### src/rtl/gcolor_pkg.sv
// Package: shared parameters and types for the greedy column encoder.
// Assumes at most 16 columns with 4-bit codes by default.
package gcolor_pkg;
    typedef enum logic [1:0] {
        ST_IDLE = 2'd0,
        ST_PASS = 2'd1,
        ST_OUT  = 2'd2,
        ST_DONE = 2'd3
    } gce_state_e;
endpackage

### src/rtl/gcolor_elem.sv
// Per-column processing element. Holds one column code and applies the
// keep-or-advance rule against the reference column's code.
// Assumes clr and en are never asserted together by the controller.
module gcolor_elem #(
    parameter int CW = 4
) (
    input  logic          clk,
    input  logic          rst_n,
    input  logic          clr,
    input  logic          en,
    input  logic          active,
    input  logic          is_ref,
    input  logic          compat,
    input  logic [CW-1:0] ref_code,
    output logic [CW-1:0] code
);
    logic [CW-1:0] code_q;
    logic          differ;
    logic          keep;

    // Compare own code with the reference and form the keep select.
    always_comb begin
        differ = (code_q != ref_code);
        keep   = compat | differ | is_ref | ~active;
    end

    // Code register: clear on start, advance on an unresolved collision.
    always_ff @(posedge clk) begin
        if (!rst_n) begin
            code_q <= '0;
        end else if (clr) begin
            code_q <= '0;
        end else if (en && !keep) begin
            code_q <= code_q + CW'(1);
        end
    end

    assign code = code_q;
endmodule

### src/rtl/gcolor_mux.sv
// Column code selector: picks one code out of a flat vector of all codes.
// Used both for the reference code and for the readout path.
module gcolor_mux #(
    parameter int NCOL = 16,
    parameter int CW   = 4,
    localparam int IW  = $clog2(NCOL)
) (
    input  logic [NCOL*CW-1:0] codes_flat,
    input  logic [IW-1:0]      sel,
    output logic [CW-1:0]      code_sel
);
    // Indexed slice of the selected column.
    always_comb begin
        code_sel = codes_flat[sel*CW +: CW];
    end
endmodule

### src/rtl/gcolor_ctrl.sv
// Sequencer: accepts start, counts passes over the reference columns,
// then counts readout beats. Holds the effective column count.
// Assumes col_count is sampled only in the cycle start is accepted.
module gcolor_ctrl
    import gcolor_pkg::*;
#(
    parameter int NCOL = 16,
    localparam int IW  = $clog2(NCOL),
    localparam int NW  = $clog2(NCOL + 1)
) (
    input  logic          clk,
    input  logic          rst_n,
    input  logic          start,
    input  logic [NW-1:0] col_count,
    input  logic          row_valid,
    output logic [IW-1:0] ctr,
    output logic [NW-1:0] cnt_q,
    output logic          clr,
    output logic          upd_en,
    output logic          row_ready,
    output logic          code_valid,
    output logic          busy,
    output logic          done
);
    gce_state_e    state_q;
    logic [IW-1:0] ctr_q;
    logic [NW-1:0] cnt_r;
    logic [NW-1:0] clamped;
    logic          idle_like;
    logic          last;

    // Clamp the requested count and detect the last column index.
    always_comb begin
        clamped   = (col_count > NW'(NCOL)) ? NW'(NCOL) : col_count;
        idle_like = (state_q == ST_IDLE) || (state_q == ST_DONE);
        last      = (NW'(ctr_q) == (cnt_r - NW'(1)));
    end

    // State, column counter and count register.
    always_ff @(posedge clk) begin
        if (!rst_n) begin
            state_q <= ST_IDLE;
            ctr_q   <= '0;
            cnt_r   <= '0;
        end else begin
            case (state_q)
                ST_IDLE, ST_DONE: begin
                    if (start) begin
                        cnt_r   <= clamped;
                        ctr_q   <= '0;
                        state_q <= (clamped == '0) ? ST_DONE : ST_PASS;
                    end
                end
                ST_PASS: begin
                    if (row_valid) begin
                        if (last) begin
                            ctr_q   <= '0;
                            state_q <= ST_OUT;
                        end else begin
                            ctr_q <= ctr_q + IW'(1);
                        end
                    end
                end
                ST_OUT: begin
                    if (last) begin
                        ctr_q   <= '0;
                        state_q <= ST_DONE;
                    end else begin
                        ctr_q <= ctr_q + IW'(1);
                    end
                end
                default: state_q <= ST_IDLE;
            endcase
        end
    end

    // Decoded controls toward the datapath and the ports.
    always_comb begin
        clr        = start && idle_like;
        row_ready  = (state_q == ST_PASS);
        upd_en     = row_ready && row_valid;
        code_valid = (state_q == ST_OUT);
        busy       = (state_q == ST_PASS) || (state_q == ST_OUT);
        done       = (state_q == ST_DONE);
    end

    assign ctr   = ctr_q;
    assign cnt_q = cnt_r;
endmodule

### src/rtl/gcolor_encoder.sv
// Top: greedy graph-coloring column encoder. One element per column,
// a shared code selector for reference and readout, and a sequencer.
// Assumes row k presented on the k-th accepted pass describes column k.
module gcolor_encoder #(
    parameter int NCOL = 16,
    parameter int CW   = 4,
    localparam int IW  = $clog2(NCOL),
    localparam int NW  = $clog2(NCOL + 1)
) (
    input  logic            clk,
    input  logic            rst_n,
    input  logic            start,
    input  logic [NW-1:0]   col_count,
    input  logic            row_valid,
    input  logic [NCOL-1:0] row_data,
    output logic            row_ready,
    output logic            code_valid,
    output logic [IW-1:0]   code_idx,
    output logic [CW-1:0]   code_out,
    output logic            busy,
    output logic            done
);
    logic [IW-1:0]      ctr;
    logic [NW-1:0]      cnt_q;
    logic               clr;
    logic               upd_en;
    logic [NCOL*CW-1:0] codes_flat;
    logic [CW-1:0]      sel_code;

    gcolor_ctrl #(.NCOL(NCOL)) u_ctrl (
        .clk        (clk),
        .rst_n      (rst_n),
        .start      (start),
        .col_count  (col_count),
        .row_valid  (row_valid),
        .ctr        (ctr),
        .cnt_q      (cnt_q),
        .clr        (clr),
        .upd_en     (upd_en),
        .row_ready  (row_ready),
        .code_valid (code_valid),
        .busy       (busy),
        .done       (done)
    );

    gcolor_mux #(.NCOL(NCOL), .CW(CW)) u_mux (
        .codes_flat (codes_flat),
        .sel        (ctr),
        .code_sel   (sel_code)
    );

    for (genvar gi = 0; gi < NCOL; gi++) begin : g_elem
        logic act;
        logic isr;
        // Element is active below the count and is the reference when selected.
        always_comb begin
            act = (NW'(gi) < cnt_q);
            isr = (ctr == IW'(gi));
        end
        gcolor_elem #(.CW(CW)) u_elem (
            .clk      (clk),
            .rst_n    (rst_n),
            .clr      (clr),
            .en       (upd_en),
            .active   (act),
            .is_ref   (isr),
            .compat   (row_data[gi]),
            .ref_code (sel_code),
            .code     (codes_flat[gi*CW +: CW])
        );
    end

    assign code_idx = ctr;
    assign code_out = sel_code;
endmodule

### config.mk
export PLATFORM = sky130hd
export DESIGN_NAME = gcolor_encoder
export DESIGN_NICKNAME = d
export VERILOG_FILES = /design/src/rtl/gcolor_pkg.sv /design/src/rtl/gcolor_elem.sv /design/src/rtl/gcolor_mux.sv /design/src/rtl/gcolor_ctrl.sv /design/src/rtl/gcolor_encoder.sv
export SDC_FILE = /design/constraint.sdc
export NUM_CORES = 1
export LEC_CHECK = 0
export BUFFER_PORTS_ARGS = -buffer_cell sky130_fd_sc_hd__clkbuf_2
export CORE_AREA = 2 2 130 132
export CTS_BUF_LIST = sky130_fd_sc_hd__clkbuf_2 sky130_fd_sc_hd__clkbuf_4 sky130_fd_sc_hd__clkbuf_8
export DETAILED_ROUTE_END_ITERATION = 12
export DIE_AREA = 0 0 132 134
export MAX_ROUTING_LAYER = met4
export PLACE_DENSITY = 0.63
export SYNTH_ARGS = -nofsm -noshare
export SYNTH_HDL_FRONTEND = slang
export SYNTH_SLANG_ARGS = --single-unit
### constraint.sdc
create_clock -name clk -period 6.56 [get_ports clk]
set_input_delay 0.984 -clock clk [delete_from_list [all_inputs] [get_ports clk]]
set_output_delay 0.984 -clock clk [all_outputs]
set_load 0.01 [all_outputs]
Word level (Yosys, flattened, before mapping)
Index checks and enable logic that the tools add are counted.
{ "word_totals": {"ram_bits": 0, "word_cells": 214, "regBits": 75, "n_memories": 0, "romBits": 0, "latchBits": 0} }
{ "op_classes": {"n_eq_ne": 39, "mux": 11, "shift": 1, "div_mod_pow": 0, "bitwise_logic": 65, "mul": 0, "magnitude_cmp": 17, "n_reduce_logical": 44, "add_sub_neg": 18} }
{ "ops": {"columns": ["cell", "count"], "rows": [
  ["4-bit by 1-bit adder with 4-bit output, second input constant", 17],
  ["4-bit != test", 16],
  ["64-bit by 7-bit variable part select with 4-bit output", 1],
  ["1-bit OR", 48],
  ["4-bit by 5-bit < comparator with 1-bit output, first input constant", 8],
  ["4-bit == test, second input constant", 8],
  ["3-bit by 5-bit < comparator with 1-bit output, first input constant", 4],
  ["1-bit logical AND", 18],
  ["1-bit NOT", 17],
  ["4-bit by 3-bit == test with 1-bit output, second input constant", 4],
  ["1-bit zero test", 16],
  ["4-bit 2-to-1 mux", 3],
  ["4-bit case mux with 3 select lines", 1],
  ["1-bit by 5-bit < comparator with 1-bit output, first input constant", 2],
  ["2-bit by 5-bit < comparator with 1-bit output, first input constant", 2],
  ["2-bit 2-to-1 mux", 5],
  ["4-bit by 2-bit == test with 1-bit output, second input constant", 2],
  ["2-bit case mux with 3 select lines", 1],
  ["4-bit by 5-bit == test with 1-bit output", 1],
  ["5-bit > comparator, second input constant", 1],
  ["5-bit zero test", 1],
  ["5-bit 2-to-1 mux", 1],
  ["5-bit by 1-bit subtractor with 5-bit output, second input constant", 1],
  ["2-bit == test, second input constant", 2],
  ["10 further kinds", 15]
]} }

Logic depth before layout (Yosys ltp)
Gate-level depths: netlist (run 1).
{ "depth": {"depth_word": 7, "mapped_depth": 11} }

Modules after synthesis
A second synthesis (run 1) with hierarchy kept.
{ "unflattened": {"cells_unflattened": 652, "hier_area_um2": 5629.1} }
{ "modules_own_cells": {"columns": ["module", "area_each_um2", "instances", "cells_per_inst", "seq_area_each_um2"], "rows": [
  ["gcolor_elem", 255.2, 16, 30, 80.1],
  ["gcolor_ctrl", 719.4, 1, 83, 220.2],
  ["gcolor_mux", 554.3, 1, 39, 0.0],
  ["gcolor_encoder", 271.5, 1, 50, 0.0]
]} }

Worst setup path before layout (run 1)
No wires, ideal clock.
{ "synth_path": {"kind": "flip-flop to output port", "startpoint": "register u_ctrl.ctr_q[1], in the netlist u_ctrl.ctr[1]", "endpoint": "output code_out[3]", "arrival_ns": 1.760, "n_path_buf": 4, "path_stages_with_launch": 9, "path_slack_ns": 3.816, "cell_sequence": "dfxtp_1 buf_6 buf_12 buf_12 mux2i_1 a22o_1 o21a_2 buf_6 nor2_1"} }
{ "synth_between": {"elab_chain_len": 1} }
{ "synth_lines": {"columns": ["item", "line", "source"], "rows": [
  ["start: declaration", "gcolor_ctrl.sv:26", "logic [IW-1:0] ctr_q;"],
  ["start signal: assignment", "gcolor_ctrl.sv:60", "ctr_q <= ctr_q + IW'(1);"],
  ["start signal: assignment", "gcolor_ctrl.sv:69", "ctr_q <= ctr_q + IW'(1);"],
  ["64-bit by 7-bit variable part select with 4-bit output", "gcolor_mux.sv:14", "code_sel = codes_flat[sel*CW +: CW];"],
  ["end: declaration", "gcolor_encoder.sv:19", "output logic [CW-1:0] code_out,"]
]} }
Every way passes these cells.

Worst setup path in the final report (run 1)
{ "layout_path": {"startpoint": "register u_ctrl.ctr_q[1], in the netlist u_ctrl.ctr[1]", "endpoint": "output code_out[2]"} }
The elaborated chain is that of the path after synthesis.

==> results.tsv, run 1 <==
stage	metric	value	unit
logic_synthesis	Post-Synth Simple-Gate Area	21.7	%
worst_setup_path	startpoint types	register	
power	sequential power share	31.7	%
worst_setup_path	Crit Path Class	register to output port	
drt	Via density	6.00	
drt	DRC	0	
drt	DRT Pass-1 Iters	5	
logic_synthesis	post-synth cell types	61	
logic_synthesis	largest family of logic cells by synthesized area	compound AO/OA/AOI/OAI gates	
floorplanning	core box area	0.0163	sq mm
power	Peak supply drop	0.166	mV
job	max_cap viols	0	
cts	Sinks on Clock Net	75	
floorplanning	I/O Pins	37	
power	internal power	0.908	mW
logic_synthesis	leading cell type by number of instances after synthesis	a21oi_1	
cts	clock tree from TritonCTS	done	
logic_synthesis	top post-synthesis cells by area	dfxtp_1 (25%), a21oi_1 (7.9%), ha_1 (5.3%)	
cts	H-tree depth	3	
global_route	met1 GRT Util	24.5	%
logic_synthesis	Seq/Total Area, Yosys	24.6	%
timing	Tmin final	4.14	ns
logic_synthesis	mux contribution to synthesized area	8.50	%
logic_synthesis	#FFs+latches synth	75	
timing	Slew headroom	8.98	%
floorplanning	Die ar.	0.0177	sq mm
logic_synthesis	yosys warns	0	
drt	WL final	16800	um
layout	fin cells	961	
cts	Root Buffer	clkbuf_8	
timing	setup TNS	0	ns
logic_synthesis	Synth Area in XOR/XNOR	1.72	%
logic_synthesis	post-synth top area cell	dfxtp_1	
global_route	first-pass GRT wire length	27000	um
timing	WHS	0.502	ns
power	sw frac	42.8	%
floorplanning	Die Y	134	um
worst_setup_path	reg2reg end	g_elem[9].u_elem.code[1]	
logic_synthesis	synthesized net count	775	
layout	Ant. Diodes	0	
timing	max-slew violation count	0	
cts	CTS Buf Count	9	
placed_design	placed cell areas	0.00636	sq mm
logic_synthesis	top post-synthesis cells by count	a21oi_1 (97), dfxtp_1 (75), and3_1 (42)	
worst_setup_path	Worst Path Required	5.58	ns
global_route	GR Util met2	32.4	%
layout	final design instance area without fill	0.00658	sq mm
logic_synthesis	Synth top area share	24.6	%
logic_synthesis	Post-synth EDFFs	0	
global_route	grt met3 use	2.46	%
worst_hold_path	Hold Path Cell Cnt	2	
cts	clock transition time at the flip-flop clock pins of the worst setup and hold paths	0.09	ns
worst_hold_path	worst min-delay path startpoint	g_elem[9].u_elem.code[3]	
floorplanning	Die X	132	um
timing	Fin. Hold Viols	0	
layout	layout cells sized above 1	16.3	%
power	Power Total	1.59	mW
cts	Max Buffers Root-to-Sink	2	
drt	WL per Instance	17.5	um
floorplanning	Initial Util	37.5	%
layout	nets	787	
cts	Post-CTS Setup Bufs	0	
cts	CTS Hold Buffers Added	0	
cts	Clk Latency, worst-skew pair	0.39	ns
global_route	initial antenna violation count	0	
logic_synthesis	Post-Syn Area	0.00611	sq mm
logic_synthesis	prevailing post-synth register cell	dfxtp_1	
logic_synthesis	Post-synth ARST share	0	%
timing	highest clock rate	0.241	GHz
logic_synthesis	Avg Cell Area, Syn	8.44	sq um
global_route	largest net degree at the start of global routing	50	
logic_synthesis	Compound-Gate Fraction of Synth Area	32.4	%
timing	Worst Skew	0.0186	ns
placed_design	DP HPWL	11800	um
drt	antenna-violating nets left	0	
placed_design	port buffer count	36	
worst_setup_path	R2R Path Start	u_ctrl.ctr[1]	
global_route	grt ovf	0	
drt	Vias	5763	
cts	post_cts resized	0	
floorplanning	num rows	47	
placed_design	Final GP Congestion	0.891	
worst_setup_path	CP endpoint kind	output port	
worst_setup_path	Worst EP arrival	3.16	ns
worst_hold_path	HP Class	register to register	
worst_setup_path	crit-path max FO	26	
power	Clk pwr share	26.7	%
worst_setup_path	worst r2r path cells	8	
outcome	outcome	completed	
placed_design	dpl cells	945	
power	logic gate share of total power	41.7	%
timing	final setup fails	0	
timing	worst slew pin tran	1.33	ns
layout	Layout area overhead	7.70	%
power	pwr dens	241	mW/mm^2
power	Leakage	2.38	nW
logic_synthesis	Synth Area in Adders	5.32	%
logic_synthesis	Cells after Synth	724	
timing	crit share post-route	63.2	%
global_route	Total GRT Usage	19.6	%
worst_hold_path	WHS Endpoint	g_elem[9].u_elem.code[3]	
worst_setup_path	R2R setup slack	2.99	ns
global_route	grt peak-use layer	met2	
power	net switching power	0.679	mW
global_route	vias in the first global route	5164	
timing	RSZ-0062 raised after global routing	no	
drt	DR iter-0 viols	412	
==> layout by cell type (no fill, tap or decap), types with 15 or more instances in the layout <==
master	Yosys	routed
mux2i_1	32	32
nor2_1	16	16
o31ai_1	30	30
o21ai_0	28	27
a21oi_1	97	97
clkbuf_2	2	36
nand3_1	36	36
or4_1	25	25
and3_1	42	42
inv_1	23	23
dfxtp_1	75	74
nand2b_1	15	15
or3_1	24	24
ha_1	26	26
nand2_1	24	23
==> through the flow <==
step	util, %	setup WS, ns
finish	40.4	2.42
global route	40.4	2.28
CTS	40.4	2.43
detailed placement	39.0	2.83
global placement	39.0	3.00
floorplan	-	3.82
==> power by group through the flow <==
stage,Combinational (mW),Sequential [mW],Clock (mW)
final,0.661,0.503,0.423
after global routing,0.726,0.506,0.446
after CTS,0.654,0.502,0.435
after detailed placement,0.653,0.513,0
after global placement,0.642,0.512,0
after floorplan,0.539,0.493,0
==> per-layer routing <==
metal	vias to the layer above	routed length (um)
li1	2853	-
met1	2761	7890
met2	131	8020
met3	18	661
met4	0	245
met5	-	0
==> cell type report <==
cell class,count,area [sq um]
sequential,75,1500
timing repair buffer,43,233
fill,1667,9710
clock buffer,9,124
clock inverter,7,101
inverter,23,86.3
multi-input combinational,584,4260
tap,220,275
==> critical path, cell delays in order, from the launching register on <==
cell      delay, ns
dfxtp_2        0.54
buf_4          0.45
mux2i_1        0.15
a22o_1         0.26
o21ai_2        0.68
and2_1         0.48
clkbuf_2       0.21
==> worst max-delay path by stage <==
stage | endpoint | slack, ns | depth (start not counted) | startpoint
after floorplan | code_out[3] | 3.82 | 8 | u_ctrl.ctr[1]
after global placement | code_out[2] | 3.00 | 6 | u_ctrl.ctr[1]
after detailed placement | code_out[2] | 2.83 | 6 | u_ctrl.ctr[1]
after CTS | code_out[2] | 2.43 | 6 | u_ctrl.ctr[1]
after global routing | code_out[2] | 2.28 | 6 | u_ctrl.ctr[1]
final | code_out[2] | 2.42 | 6 | u_ctrl.ctr[1]
==> state kept, by name (all words and copies together), names as in the netlist <==
register            flops
g_elem.u_elem.code     64
u_ctrl.cnt_q            5
u_ctrl.ctr              4
u_ctrl.state_q          2
==> cell families (layout without fill, tap and decap cells) <==
logic type / Yosys count / after routing
AOI/OAI and AO/OA: 274 / 274
and+or+nand+nor: 224 / 224
DFF: 75 / 75
buffers and inverters: 65 / 82
muxes: 48 / 48
adders and majority gates: 26 / 26
xor gates and xnor gates: 12 / 12
Note: power is estimated with default switching activity, not from simulation.
==> run 2, diff against run 1 <==
--- a/config.mk
+++ b/config.mk
@@ -11,7 +11,7 @@
 export DETAILED_ROUTE_END_ITERATION = 12
 export DIE_AREA = 0 0 132 134
 export MAX_ROUTING_LAYER = met4
-export PLACE_DENSITY = 0.63
+export PLACE_DENSITY = 0.65
 export SYNTH_ARGS = -nofsm -noshare
 export SYNTH_HDL_FRONTEND = slang
 export SYNTH_SLANG_ARGS = --single-unit
==> constraint.sdc (replaced) <==
create_clock -name clk -period 3.6 [get_ports clk]
set_input_delay 0.54 -clock clk [delete_from_list [all_inputs] [get_ports clk]]
set_output_delay 0.54 -clock clk [all_outputs]
set_load 0.01 [all_outputs]
==> results.tsv, run 2 (synthesis results as in run 1) <==
stage	metric	value	unit
cts	Root Buffer	clkbuf_8	
drt	WL per Instance	17.0	um
power	net switching power	1.20	mW
placed_design	Final GP Congestion	0.895	
cts	CTS Hold Buffers Added	0	
layout	Layout area overhead	9.89	%
global_route	Total GRT Usage	19.8	%
layout	highest-count cells in the layout ignoring fill and taps	a21oi_1 (97), dfxtp_1 (74), and3_1 (42), nand3_1 (36), clkbuf_2 (36)	
drt	Via density	5.99	
timing	RSZ-0062 raised after global routing	no	
power	Power Total	2.97	mW
cts	H-tree depth	3	
timing	crit share post-route	92.0	%
layout	Layout fillers	1660	
global_route	largest net degree at the start of global routing	50	
timing	setup TNS	0	ns
layout	multi-input logic area	0.00426	sq mm
layout	max FFs per register	64	
timing	Worst Skew	0.0125	ns
layout	layout cells sized above 1	17.9	%
global_route	initial antenna violation count	0	
worst_setup_path	Crit Path Class	register to output port	
drt	Vias	5836	
job	max_cap viols	0	
drt	DRC	0	
cts	Post-CTS Setup Bufs	0	
placed_design	port buffer count	36	
layout	nets	800	
timing	Fin. Hold Viols	0	
global_route	grt ovf	0	
layout	register area	0.00150	sq mm
layout	commonest non-fill, non-tap cell in the layout	a21oi_1	
floorplanning	core box area	0.0163	sq mm
power	logic gate share of total power	40.9	%
worst_hold_path	HP Class	input port to register	
floorplanning	I/O Pins	37	
drt	antenna-violating nets left	0	
power	Clk pwr share	27.9	%
floorplanning	Die X	132	um
timing	Tmin final	3.31	ns
cts	Clk Latency, worst-skew pair	0.38	ns
timing	final setup fails	0	
layout	Finished Core Util	41.2	%
cts	Sinks on Clock Net	75	
power	Leakage	2.47	nW
outcome	outcome	completed	
power	sequential power share	31.2	%
cts	clock transition time at the flip-flop clock pins of the worst setup and hold paths	0.08	ns
global_route	vias in the first global route	5348	
power	pwr dens	443	mW/mm^2
floorplanning	Initial Util	37.5	%
drt	DR iter-0 viols	460	
worst_setup_path	crit-path max FO	24	
worst_setup_path	startpoint types	register	
power	sw frac	40.4	%
placed_design	DP HPWL	11800	um
cts	clock tree from TritonCTS	done	
drt	WL final	16600	um
worst_setup_path	CP cell instances	buf_4 -> mux2_1 -> o22ai_2 -> o21ai_2 -> and2_1 -> clkbuf_2	
timing	worst slew pin tran	1.05	ns
worst_setup_path	Worst Path Required	3.06	ns
cts	Max Buffers Root-to-Sink	2	
drt	DRT Pass-1 Iters	5	
worst_setup_path	Worst EP arrival	2.77	ns
floorplanning	Die ar.	0.0177	sq mm
global_route	first-pass GRT wire length	27500	um
timing	highest clock rate	0.302	GHz
worst_setup_path	CP endpoint kind	output port	
power	Peak supply drop	0.326	mV
layout	Ant. Diodes	0	
worst_setup_path	slowest stage delay, CP	0.76	ns
cts	CTS Buf Count	9	
floorplanning	num rows	47	
timing	Slew headroom	29.7	%
timing	max-slew violation count	0	
worst_setup_path	slowest CP cell	dfxtp_2	
floorplanning	Die Y	134	um
power	internal power	1.77	mW
==> run 2: final cells by class <==
type                            count  area share, %
Clock buffer                       11           2.16
Inverter                           23           1.29
Sequential cell                    75           22.4
Clock inverter                      5           1.49
Tap cell                          220           4.10
Timing Repair Buffer               56           5.10
Multi-Input combinational cell    584           63.5
==> run 2: power groups by stage <==
stage | sequential (mW) | clock [mW] | combinational [mW]
finish | 0.927 | 0.828 | 1.22
global route | 0.935 | 0.881 | 1.35
CTS | 0.926 | 0.848 | 1.20
detailed placement | 0.946 | 0 | 1.20
global placement | 0.945 | 0 | 1.18
floorplan | 0.898 | 0 | 0.982
==> run 2: repair_timing <==
action / CTS / global route
setup endpoints to repair: 0 / 2
resized for setup: 0 / 1
endpoints found under the hold margin: 0 / 0
==> run 2: final timing paths <==
path / from / depth (start not counted) / slack, ns / to
min reg2reg: g_elem[12].u_elem.code[3] / 2 / 0.51 / g_elem[12].u_elem.code[3]
max reg2reg: u_ctrl.ctr[1] / 8 / 0.33 / g_elem[13].u_elem.code[3]
min: start / 3 / 0.46 / u_ctrl.cnt_q[4]
max: u_ctrl.ctr[1] / 6 / 0.29 / code_out[2]
==> run 2: metal layers <==
layer	GRT usage, %	part of all wire, %
met5	-	0
met4	8.88	3.0
met3	3.63	6.1
met2	30.6	45
met1	25.2	46
==> run 2: through the flow <==
| step | cells | area (sq um) | worst slack (ns) | hold WS, ns |
|---|---|---|---|---|
| after floorplan | 724 | 6110 | 0.953 | 0.460 |
| after global placement | 958 | 6470 | 0.325 | 0.485 |
| after detailed placement | 958 | 6470 | 0.245 | 0.490 |
| after CTS | 974 | 6710 | 0.227 | 0.446 |
| after global routing | 974 | 6720 | 0.0664 | 0.496 |
| final | 974 | 6720 | 0.288 | 0.463 |
==> run 2: worst max-delay path: cells and delay by family, from the launching register on <==
kind,cells,cell delay [ns]
buffers and inverters,2,0.50
DFF,1,0.76
AOI/OAI and AO/OA,2,0.43
and+or+nand+nor,1,0.51
muxes,1,0.18
